<file path="config.mk">
export PLATFORM = sky130hd
export DESIGN_NAME = sertx_top
export DESIGN_NICKNAME = d
export VERILOG_FILES = /design/src/rtl/sertx_pkg.sv /design/src/rtl/sertx_fifo.sv /design/src/rtl/sertx_shifter.sv /design/src/rtl/sertx_top.sv
export SDC_FILE = /design/constraint.sdc
export NUM_CORES = 1
export LEC_CHECK = 0
export BUFFER_PORTS_ARGS = -buffer_cell sky130_fd_sc_hd__buf_4
export CAP_MARGIN = 5
export CORE_MARGIN = 3
export CORE_UTILIZATION = 36
export CTS_CLUSTER_DIAMETER = 200
export CTS_CLUSTER_SIZE = 20
export DETAILED_ROUTE_END_ITERATION = 6
export PLACE_DENSITY = 0.61
export RECOVER_POWER = 25
export SKIP_LAST_GASP = 1
export SLEW_MARGIN = 25
export SYNTH_ARGS = -nofsm -noshare
export SYNTH_HDL_FRONTEND = slang
export SYNTH_SLANG_ARGS = --single-unit
export TNS_END_PERCENT = 1
</file>
<file path="constraint.sdc">
create_clock -name clk -period 4.6 [get_ports clk]
set_input_delay 0.46 -clock clk [delete_from_list [all_inputs] [get_ports clk]]
set_output_delay 0.46 -clock clk [all_outputs]
set_load 0.05 [all_outputs]
</file>
<file path="src/rtl/sertx_pkg.sv">
// Package: shared encodings for the buffered serial transmitter.
// Assumes: parity codes outside the named set mean "no parity".
package sertx_pkg;

    typedef enum logic [2:0] {
        PAR_NONE  = 3'd0,
        PAR_ODD   = 3'd1,
        PAR_EVEN  = 3'd2,
        PAR_ONE   = 3'd3,
        PAR_ZERO  = 3'd4
    } par_e;

    typedef enum logic [2:0] {
        ST_IDLE,
        ST_START,
        ST_DATA,
        ST_PAR,
        ST_STOP
    } tx_state_e;

    localparam int unsigned TICKS_PER_BIT = 8;
    localparam int unsigned BYTE_W        = 8;

endpackage

</file>
<file path="src/rtl/sertx_fifo.sv">
// Module: byte queue in front of the serializer.
// Holds up to DEPTH bytes; a push while full is dropped and flagged on
// `overflow` for the same cycle. A synchronous flush empties it.
// Assumes: DEPTH is a power of two (16 or 32).
module sertx_fifo #(
    parameter int unsigned DEPTH = 16,
    parameter int unsigned DW    = 8,
    localparam int unsigned AW   = $clog2(DEPTH),
    localparam int unsigned CW   = AW + 1
) (
    input  logic          clk,
    input  logic          rst_n,
    input  logic          flush,
    input  logic          push,
    input  logic [DW-1:0] wdata,
    input  logic          pop,
    output logic [DW-1:0] rdata,
    output logic [CW-1:0] count,
    output logic          full,
    output logic          is_empty,
    output logic          overflow
);

    logic [DW-1:0] mem [DEPTH];
    logic [AW-1:0] wr_ptr;
    logic [AW-1:0] rd_ptr;
    logic          wr_ok;
    logic          rd_ok;

    assign full     = (count == CW'(DEPTH));
    assign is_empty = (count == '0);
    assign wr_ok    = push && !full && !flush;
    assign rd_ok    = pop && !is_empty && !flush;
    assign overflow = push && full && !flush;
    assign rdata    = mem[rd_ptr];

    // Storage write: store an accepted byte at the write pointer.
    always_ff @(posedge clk) begin
        if (wr_ok) begin
            mem[wr_ptr] <= wdata;
        end
    end

    // Pointer and occupancy bookkeeping, cleared by reset or flush.
    always_ff @(posedge clk) begin
        if (!rst_n || flush) begin
            wr_ptr <= '0;
            rd_ptr <= '0;
            count  <= '0;
        end else begin
            if (wr_ok) wr_ptr <= wr_ptr + 1'b1;
            if (rd_ok) rd_ptr <= rd_ptr + 1'b1;
            case ({wr_ok, rd_ok})
                2'b10:   count <= count + 1'b1;
                2'b01:   count <= count - 1'b1;
                default: count <= count;
            endcase
        end
    end


    count_bound_chk: assert property (@(posedge clk) disable iff (!rst_n)
        count <= CW'(DEPTH));


    drop_when_full_chk: assert property (@(posedge clk) disable iff (!rst_n)
        (push && full && !pop && !flush) |=> (count == $past(count)));

endmodule

</file>
<file path="src/rtl/sertx_shifter.sv">
// Module: frame serializer.
// Starts a frame on a tick when a byte is available (and, under flow
// control, the far end is ready), captures the format for that frame,
// and steps through start, data, parity and stop bits, eight ticks each.
// Assumes: fifo_data is valid whenever fifo_avail is high.
module sertx_shifter
    import sertx_pkg::*;
(
    input  logic              clk,
    input  logic              rst_n,
    input  logic              enable,
    input  logic              tick,
    input  logic              fifo_avail,
    input  logic [BYTE_W-1:0] fifo_data,
    input  logic [1:0]        data_bits,
    input  logic [2:0]        parity_mode,
    input  logic              two_stop,
    input  logic              flow_en,
    input  logic              cts,
    output logic              pop,
    output logic              busy,
    output logic              txd
);

    localparam int unsigned TCW = $clog2(TICKS_PER_BIT);

    tx_state_e         state;
    logic [TCW-1:0]    tcnt;
    logic [2:0]        bidx;
    logic [2:0]        last_idx;
    logic [BYTE_W-1:0] shreg;
    logic              par_bit;
    logic              par_on;
    logic              stop2;
    logic              stop_idx;

    logic              bit_end;
    logic              frame_end;
    logic              can_go;
    logic              launch;
    logic [BYTE_W-1:0] data_mask;
    logic              data_xor;
    logic              next_par;
    logic              next_par_on;

    assign bit_end   = tick && (tcnt == TCW'(TICKS_PER_BIT - 1));
    assign frame_end = (state == ST_STOP) && bit_end && (stop_idx == stop2);
    assign can_go    = enable && fifo_avail && (!flow_en || cts);
    assign launch    = tick && can_go && ((state == ST_IDLE) || frame_end);
    assign pop       = launch;
    assign busy      = (state != ST_IDLE);

    // Parity of the data bits that will actually be sent.
    always_comb begin
        data_mask = 8'hFF >> (3'd3 - {1'b0, data_bits});
        data_xor  = ^(fifo_data & data_mask);
        case (par_e'(parity_mode))
            PAR_ODD:  begin next_par = ~data_xor; next_par_on = 1'b1; end
            PAR_EVEN: begin next_par = data_xor;  next_par_on = 1'b1; end
            PAR_ONE:  begin next_par = 1'b1;      next_par_on = 1'b1; end
            PAR_ZERO: begin next_par = 1'b0;      next_par_on = 1'b1; end
            default:  begin next_par = 1'b0;      next_par_on = 1'b0; end
        endcase
    end

    // Frame sequencer: launch captures the byte and format, ticks advance bits.
    always_ff @(posedge clk) begin
        if (!rst_n || !enable) begin
            state    <= ST_IDLE;
            tcnt     <= '0;
            bidx     <= '0;
            last_idx <= 3'd7;
            shreg    <= '0;
            par_bit  <= 1'b0;
            par_on   <= 1'b0;
            stop2    <= 1'b0;
            stop_idx <= 1'b0;
        end else if (launch) begin
            state    <= ST_START;
            tcnt     <= '0;
            bidx     <= '0;
            last_idx <= {1'b0, data_bits} + 3'd4;
            shreg    <= fifo_data;
            par_bit  <= next_par;
            par_on   <= next_par_on;
            stop2    <= two_stop;
            stop_idx <= 1'b0;
        end else if (tick && state != ST_IDLE) begin
            if (!bit_end) begin
                tcnt <= tcnt + 1'b1;
            end else begin
                tcnt <= '0;
                case (state)
                    ST_START: state <= ST_DATA;
                    ST_DATA: begin
                        shreg <= shreg >> 1;
                        if (bidx == last_idx) begin
                            state    <= par_on ? ST_PAR : ST_STOP;
                            stop_idx <= 1'b0;
                        end else begin
                            bidx <= bidx + 1'b1;
                        end
                    end
                    ST_PAR: begin
                        state    <= ST_STOP;
                        stop_idx <= 1'b0;
                    end
                    ST_STOP: begin
                        if (stop_idx == stop2) state <= ST_IDLE;
                        else                   stop_idx <= 1'b1;
                    end
                    default: state <= ST_IDLE;
                endcase
            end
        end
    end

    // Line level for the current bit.
    always_comb begin
        case (state)
            ST_START: txd = 1'b0;
            ST_DATA:  txd = shreg[0];
            ST_PAR:   txd = par_bit;
            default:  txd = 1'b1;
        endcase
    end


    idle_when_off_chk: assert property (@(posedge clk) disable iff (!rst_n)
        !enable |=> txd);


    cts_hold_chk: assert property (@(posedge clk) disable iff (!rst_n)
        (enable && flow_en && !cts && state == ST_IDLE) |=> (state == ST_IDLE));


    tick_paced_chk: assert property (@(posedge clk) disable iff (!rst_n)
        (enable && $past(enable) && !$stable(txd)) |-> $past(tick));

endmodule

</file>
<file path="src/rtl/sertx_top.sv">
// Module: buffered asynchronous serial transmitter (top).
// Queues pushed bytes and sends them as start/data/parity/stop frames
// paced by an eight-times-baud tick. Reports queue full, line empty,
// fill level (queued plus in flight) and a sticky overflow flag.
// Assumes: DEPTH is 16 or 32 so the level fits in six bits.
module sertx_top
    import sertx_pkg::*;
#(
    parameter int unsigned DEPTH = 16,
    localparam int unsigned CW   = $clog2(DEPTH) + 1,
    localparam int unsigned LW   = 6
) (
    input  logic              clk,
    input  logic              rst_n,
    input  logic              enable,
    input  logic              tick,
    input  logic              push,
    input  logic [BYTE_W-1:0] push_data,
    input  logic [1:0]        data_bits,
    input  logic [2:0]        parity_mode,
    input  logic              two_stop,
    input  logic              flow_en,
    input  logic              cts,
    output logic              txd,
    output logic              full,
    output logic              empty,
    output logic [LW-1:0]     level,
    output logic              tx_err
);

    logic [BYTE_W-1:0] q_data;
    logic [CW-1:0]     q_count;
    logic              q_empty;
    logic              q_overflow;
    logic              q_pop;
    logic              busy;

    sertx_fifo #(.DEPTH(DEPTH), .DW(BYTE_W)) u_fifo (
        .clk      (clk),
        .rst_n    (rst_n),
        .flush    (!enable),
        .push     (push),
        .wdata    (push_data),
        .pop      (q_pop),
        .rdata    (q_data),
        .count    (q_count),
        .full     (full),
        .is_empty (q_empty),
        .overflow (q_overflow)
    );

    sertx_shifter u_shift (
        .clk         (clk),
        .rst_n       (rst_n),
        .enable      (enable),
        .tick        (tick),
        .fifo_avail  (!q_empty),
        .fifo_data   (q_data),
        .data_bits   (data_bits),
        .parity_mode (parity_mode),
        .two_stop    (two_stop),
        .flow_en     (flow_en),
        .cts         (cts),
        .pop         (q_pop),
        .busy        (busy),
        .txd         (txd)
    );

    assign empty = q_empty && !busy;
    assign level = LW'(q_count) + LW'(busy);

    // Sticky overflow flag, cleared by reset or by disabling the block.
    always_ff @(posedge clk) begin
        if (!rst_n || !enable) tx_err <= 1'b0;
        else if (q_overflow)   tx_err <= 1'b1;
    end


    empty_level_chk: assert property (@(posedge clk) disable iff (!rst_n)
        empty |-> (level == '0));


    level_bound_chk: assert property (@(posedge clk) disable iff (!rst_n)
        level <= LW'(DEPTH + 1));


    err_sticky_chk: assert property (@(posedge clk) disable iff (!rst_n)
        (tx_err && enable) |=> tx_err);

endmodule

</file>
Yosys cells after proc, flatten, opt, wreduce, memory -nomap -nowiden
Memory sizes are Yosys's and may differ from the RTL's. A register that Yosys moved wholly into a read port is not among the register bits.
Index checks and enable logic that the tools add are counted.
W data, S select, Z words.
{"block": "op_classes", "n_bitwise": 3, "n_eq_ne": 19, "n_mux": 23, "addsub": 9, "shift": 1, "reduce_logical": 40}
{"operator": "$mux W8", "n": 4}
{"operator": "$logic_and A1 B1 Y1", "n": 15}
{"operator": "$eq A3 B2 Y1 const B", "n": 4}
{"operator": "$mux W3", "n": 4}
{"operator": "$pmux W3 S4", "n": 1}
{"operator": "$reduce_and A4 Y1", "n": 3}
{"operator": "$pmux W5 S2", "n": 1}
{"operator": "$eq A3 B3 Y1 const B", "n": 3}
{"operator": "$pmux W1 S3", "n": 3}
{"operator": "$add A4 B1 Y4 const B", "n": 2}
{"operator": "$and A8 B8 Y8", "n": 1}
{"operator": "$mux W1", "n": 8}
{"operator": "$mux W4", "n": 2}
{"operator": "$reduce_bool A2 Y1", "n": 4}
{"operator": "$reduce_xor A8 Y1", "n": 1}
{"operator": "$shr A8 B3 Y8 const A", "n": 1}
{"operator": "$add A3 B1 Y3 const B", "n": 2}
{"operator": "$add A5 B1 Y6", "n": 1}
{"operator": "$eq A3 B1 Y1 const B", "n": 2}
{"operator": "$logic_not A1 Y1", "n": 6}
{"operator": "$reduce_bool A3 Y1", "n": 2}
{"operator": "$add A5 B1 Y5 const B", "n": 1}
{"operator": "$eq A5 B5 Y1 const B", "n": 1}
{"operator": "$logic_not A5 Y1", "n": 1}
{"operator": "other kinds (18)", "n": 22}
{"block": "totals", "out_inout_bits": 10, "ff_bits": 38, "n_memories": 1, "word_cells": 110, "inputBits": 21, "ram_bits": 128}
{"memory": "u_fifo.mem", "depth": 16, "width": 8, "rd": 1, "rd_ports_with_merged_regs": 1, "wr": 1, "line": "sertx_fifo.sv:24", "text": "logic [DW-1:0] mem [DEPTH];"}

Depth between registers and ports, before layout
{"block": "depth", "depth_word": 10, "depth_mapped": 16, "depth_no_buf": 15}

Modules after synthesis
Synthesis repeated with hierarchy kept, for this count alone.
{"block": "unflattened", "hier_cells": 466, "hier_area_um2": 7350.8}
{"mod": "sertx_fifo", "seq_area_each_um2": 4184.0, "area_each_um2": 6008.3, "cells_per_inst": 312, "instances": 1}
{"mod": "sertx_shifter", "seq_area_each_um2": 460.4, "area_each_um2": 1227.4, "cells_per_inst": 139, "instances": 1}
{"mod": "sertx_top", "seq_area_each_um2": 20.0, "area_each_um2": 115.1, "cells_per_inst": 15, "instances": 1}

Worst setup path before layout
No wires, ideal clock.
{"block": "synth_path", "path_type": "reg2reg", "startpoint": "reg u_fifo.count[2]", "endpoint": "reg u_fifo.count[4]", "setup_ns": 0.071, "arrival_ns": 3.325, "period_less_slack_ns": 3.395, "path_slack_ns": 1.205, "t_required_ns": 4.529, "stages_incl_launch_ff": 16, "cell_sequence": "dfxtp_1 clkbuf_1 nor4_1 and2_1 nor2_1 inv_2 ha_1 clkbuf_1 xor2_1 ha_1 o21a_1 o21ai_0 o21bai_1 xnor2_1 or3_1 a21oi_1"}
{"element": "start, declared", "line": "sertx_fifo.sv:18", "text": "output logic [CW-1:0] count,"}
{"element": "start signal, assigned", "line": "sertx_fifo.sv:54", "text": "2'b10: count <= count + 1'b1;"}
{"element": "start signal, assigned", "line": "sertx_fifo.sv:55", "text": "2'b01: count <= count - 1'b1;"}
{"element": "start signal, assigned", "line": "sertx_fifo.sv:56", "text": "default: count <= count;"}
{"element": "$eq A5 B5 Y1 *", "line": "sertx_fifo.sv:30", "text": "assign full = (count == CW'(DEPTH));"}
{"element": "net full", "line": "sertx_top.sv:25", "text": "output logic full,"}
{"element": "$logic_not A1 Y1 *", "line": "sertx_fifo.sv:32", "text": "assign wr_ok = push && !full && !flush;"}
{"element": "$logic_and A1 B1 Y1 * (2 in series)", "line": "sertx_fifo.sv:32"}
{"element": "$eq A2 B1 Y1 / $eq A2 B2 Y1 (equally long branches)", "line": "sertx_fifo.sv:53", "text": "case ({wr_ok, rd_ok})"}
{"element": "$pmux W5 S2 / $reduce_bool A2 Y1 (equally long branches)"}
The timed path passes the listed nets; every way through them passes the cells marked *.
A chain may end at the register's enable or synchronous reset.

Worst setup path after layout
{"block": "layout_path", "startpoint": "reg u_shift.tcnt[0]", "endpoint": "reg u_fifo.count[4]"}
{"block": "layout_via", "elab_chain_len": 10}
{"element": "start, declared", "line": "sertx_shifter.sv:28", "text": "logic [TCW-1:0] tcnt;"}
{"element": "start signal, assigned", "line": "sertx_shifter.sv:90", "text": "tcnt <= tcnt + 1'b1;"}
{"element": "$eq A3 B3 Y1 *", "line": "sertx_shifter.sv:46", "text": "assign bit_end = tick && (tcnt == TCW'(TICKS_PER_BIT - 1));"}
{"element": "$logic_and A1 B1 Y1 *", "line": "sertx_shifter.sv:46"}
{"element": "$logic_and A1 B1 Y1 * (2 in series)", "line": "sertx_shifter.sv:47", "text": "assign frame_end = (state == ST_STOP) && bit_end && (stop_idx == stop2);"}
{"element": "$logic_or A1 B1 Y1 *", "line": "sertx_shifter.sv:49", "text": "assign launch = tick && can_go && ((state == ST_IDLE) || frame_end);"}
{"element": "$logic_and A1 B1 Y1 *", "line": "sertx_shifter.sv:49"}
{"element": "$logic_and A1 B1 Y1 * (2 in series)", "line": "sertx_fifo.sv:33", "text": "assign rd_ok = pop && !is_empty && !flush;"}
{"element": "net u_fifo.rd_ok", "line": "sertx_fifo.sv:28", "text": "logic rd_ok;"}
{"element": "$eq A2 B1 Y1 / $eq A2 B2 Y1 (equally long branches)", "line": "sertx_fifo.sv:53"}
{"element": "$pmux W5 S2 / $reduce_bool A2 Y1 (equally long branches)"}
Marks and branches as above.

==> summary.md <==
| Metric | Value |
|---|---|
| Utilization after layout | `42.80%` |
| FMAX | `293.2 MHz` |
| Layout cells sized above 1 | `18.46%` |
| RSZ-0062 raised after global routing | `false` |
| Row Count | `50` |
| Flops & latches, synth | `169` |
| Boundary Pins | `31` |
| Setup TNS | `0 ns` |
| Top-area cell type share of the netlist area | `54.13%` |
| Pleak | `2.649 nW` |
| CTS Buf Count | `17` |
| Mapped Nets | `507` |
| CTS sink cnt | `169` |
| Count leader, synth | `edfxtp_1` |
| Ys flop type | `edfxtp_1` |
| WL final | `14.21 mm` |
| Root buf cell | `clkbuf_16` |
| Post-synth EDFFs | `128` |
| Worst Clk Skew | `0.009219 ns` |
| Syn Area/Cell | `15.01 um2` |
| Max-slew violations | `0` |
| Vias in the first global route | `4064` |
| Cts hold-fix bufs | `0` |
| Post-synthesis cell type count | `49` |
| Setup Crit Path Kind | `flop to flop` |
| Worst setup EP type | `flop` |
| Post-CTS Resized | `0` |
| First-pass GRT wire length | `22.81 mm` |
| Grt total ovfl | `0` |
| Via count | `3989` |
| Max Cap Violations | `0` |
| Worst Max-Slew Pin Slew | `0.9175 ns` |
| Final period util | `74.14%` |
| Vias per cell | `5.114` |
| Die X-Extent | `146.4 um` |
| Biggest area consumer among synthesized cells | `edfxtp_1` |
| Chip Height | `146.4 um` |
| YS warnings | `0` |
| Initial DRC count | `281` |
| Gr usage total | `13.95%` |
| Most instantiated cells after synthesis | `edfxtp_1 (128), nor2_1 (54), dfxtp_1 (41)` |
| CP required | `4.96 ns` |
| Top cells by area, synth | `edfxtp_1 (54%), dfxtp_1 (12%), mux4_2 (8.9%)` |
| Initial antenna violation count | `0` |
| Minimum clock period | `3.411 ns` |
| Clk_lat worst skew | `0.44 ns` |
| Sequential area share after synthesis | `65.69%` |
| Drc violations | `0` |
| Initial Util | `37.34%` |
| CTS tree | `built` |
| Maximum vdd drop | `256.2 uV` |
| Clock buffer depth | `2` |
| Post-detail-place hpwl | `9.416 mm` |
| Mapped Area | `7101 um2` |
| WL/cell | `18.22 um` |
| Ant diodes | `0` |
| Worst-path fanout max | `32` |
| PD cells | `387.2 nW/um2` |
| Synthesis-to-layout area growth | `14.63%` |
| Worst Slack Setup Final | `1.189 ns` |
| Die footprint | `21440 um2` |
| Pin count of the biggest net entering global routing | `33` |
| Fin. Hold Viols | `0` |
| RD Place Congestion | `0.8782` |
| Asr flop ratio synth | `0%` |
| First-pass DRT Iterations | `4` |
| Cells after Synth | `473` |
| Port buffer count | `30` |
| Startpoint types | `flop` |
| Rel. slew slack | `38.61%` |
| Status | `completed` |
| Final Cell Area | `8139 um2` |
| Nets | `541` |
| Worst min path class | `primary input to flop` |
| Core area | `19020 um2` |
| Area after DPL | `7582 um2` |
| Pre-CTS setup slack | `1.207 ns` |
| Routed Antenna Nets | `0` |
| Clock-pin slew on the worst setup and hold paths | `0.07 ns` |
| # setup viols final | `0` |
| WP data arrival | `3.77 ns` |
| Total setup buffers inserted after CTS | `0` |
| CTS H-tree lvls | `4` |
| Final total power | `3.151 mW` |
## worst max-delay path: stages (launching register included)
cell,delay [ns]
dfxtp_1,0.33
ha_1,0.20
ha_1,0.23
nand2_1,0.14
o21ai_0,0.11
nand3_1,0.09
buf_4,0.30
inv_2,0.16
ha_1,0.34
xor2_1,0.19
ha_1,0.23
o21a_1,0.18
o21ai_0,0.16
o21bai_1,0.11
xnor2_1,0.13
or3_1,0.31
a21oi_1,0.13
## power by group
group          switching (mW)  internal (mW)
Sequential            0.00416           1.64
Clock                   0.640          0.770
Combinational          0.0583         0.0351
## flip-flops by register name, indices dropped and copies added, names as in the netlist, 3 cells and up, named ones only
signal,count
u_shift.shreg,8
u_shift.bidx,3
u_fifo.rd_ptr,4
u_shift.state,3
u_shift.tcnt,3
u_fifo.count,5
u_fifo.wr_ptr,4
u_fifo.mem,128
## routing by layer
layer / vias to the layer above / wire (um) / GRT usage [%]
met5: - / 0 / 0
met4: 0 / 193 / 4.610
met3: 17 / 692 / 4.531
met2: 91 / 6881 / 22.07
met1: 2003 / 6447 / 18.28
li1: 1878 / - / -
## cells by family (layout without fill, tap and decap cells)
kind of cell | Yosys count | count (layout) | share of synthesized area [%]
buffers and inverters | 32 | 79 | 2.308
and+or+nand+nor | 134 | 134 | 8.493
AOI/OAI and AO/OA | 57 | 57 | 5.198
muxes | 45 | 45 | 12.88
xor gates and xnor gates | 23 | 23 | 3.137
adders and majority gates | 13 | 13 | 2.291
DFF | 169 | 169 | 65.69
## path summary, 6_finish.rpt
kind / from / endpoint / slack [ns] / depth (start not counted)
max: u_shift.tcnt[0]$_SDFFE_PP0P_ / u_fifo.count[4]$_SDFFE_PP0P_ / 1.19 / 16
min: enable / u_shift.last_idx[1]$_SDFFE_PP1N_ / 0.25 / 2
max reg2reg: u_shift.tcnt[0]$_SDFFE_PP0P_ / u_fifo.count[4]$_SDFFE_PP0P_ / 1.19 / 16
min reg2reg: tx_err$_SDFFE_PP0P_ / tx_err$_SDFFE_PP0P_ / 0.47 / 2
## through the flow
step           hold WS (ns)  std cells
4_1_cts              0.2309        780
3_3_place_gp         0.4474        748
6_report             0.2522        780
3_5_place_dp         0.4656        748
2_1_floorplan        0.4400        473
5_1_grt              0.2456        780
## cell usage in the layout (no fill, tap or decap), drive strengths merged, types with 3 or more instances in the layout
| cell type | synthesis | routed |
|---|---|---|
| ha | 13 | 13 |
| edfxtp | 128 | 128 |
| a211oi | 7 | 7 |
| dfxtp | 41 | 41 |
| o21ai | 8 | 8 |
| a31oi | 4 | 4 |
| nand3 | 16 | 16 |
| nand4 | 3 | 3 |
| and3 | 3 | 3 |
| nor3 | 8 | 8 |
| mux2i | 10 | 10 |
| nand2 | 32 | 32 |
| inv | 9 | 18 |
| and2 | 3 | 3 |
| nand2b | 4 | 4 |
| clkbuf | 15 | 26 |
| clkinvlp | 0 | 3 |
| a22oi | 7 | 7 |
| nor2 | 54 | 54 |
| buf | 8 | 30 |
| mux4 | 35 | 35 |
| xnor2 | 12 | 12 |
| a21oi | 18 | 18 |
| or3 | 4 | 4 |
| xor2 | 10 | 10 |
## area by class of cell
class	count	area [um2]
sequential	169	4666
clock inverter	14	152.6
inverter	9	33.78
tap	260	325.3
clock buffer	18	429.2
multi-input combinational	272	2277
timing repair buffer	38	255.2
fill	1760	10880
Power figures use the tool's default switching activity.
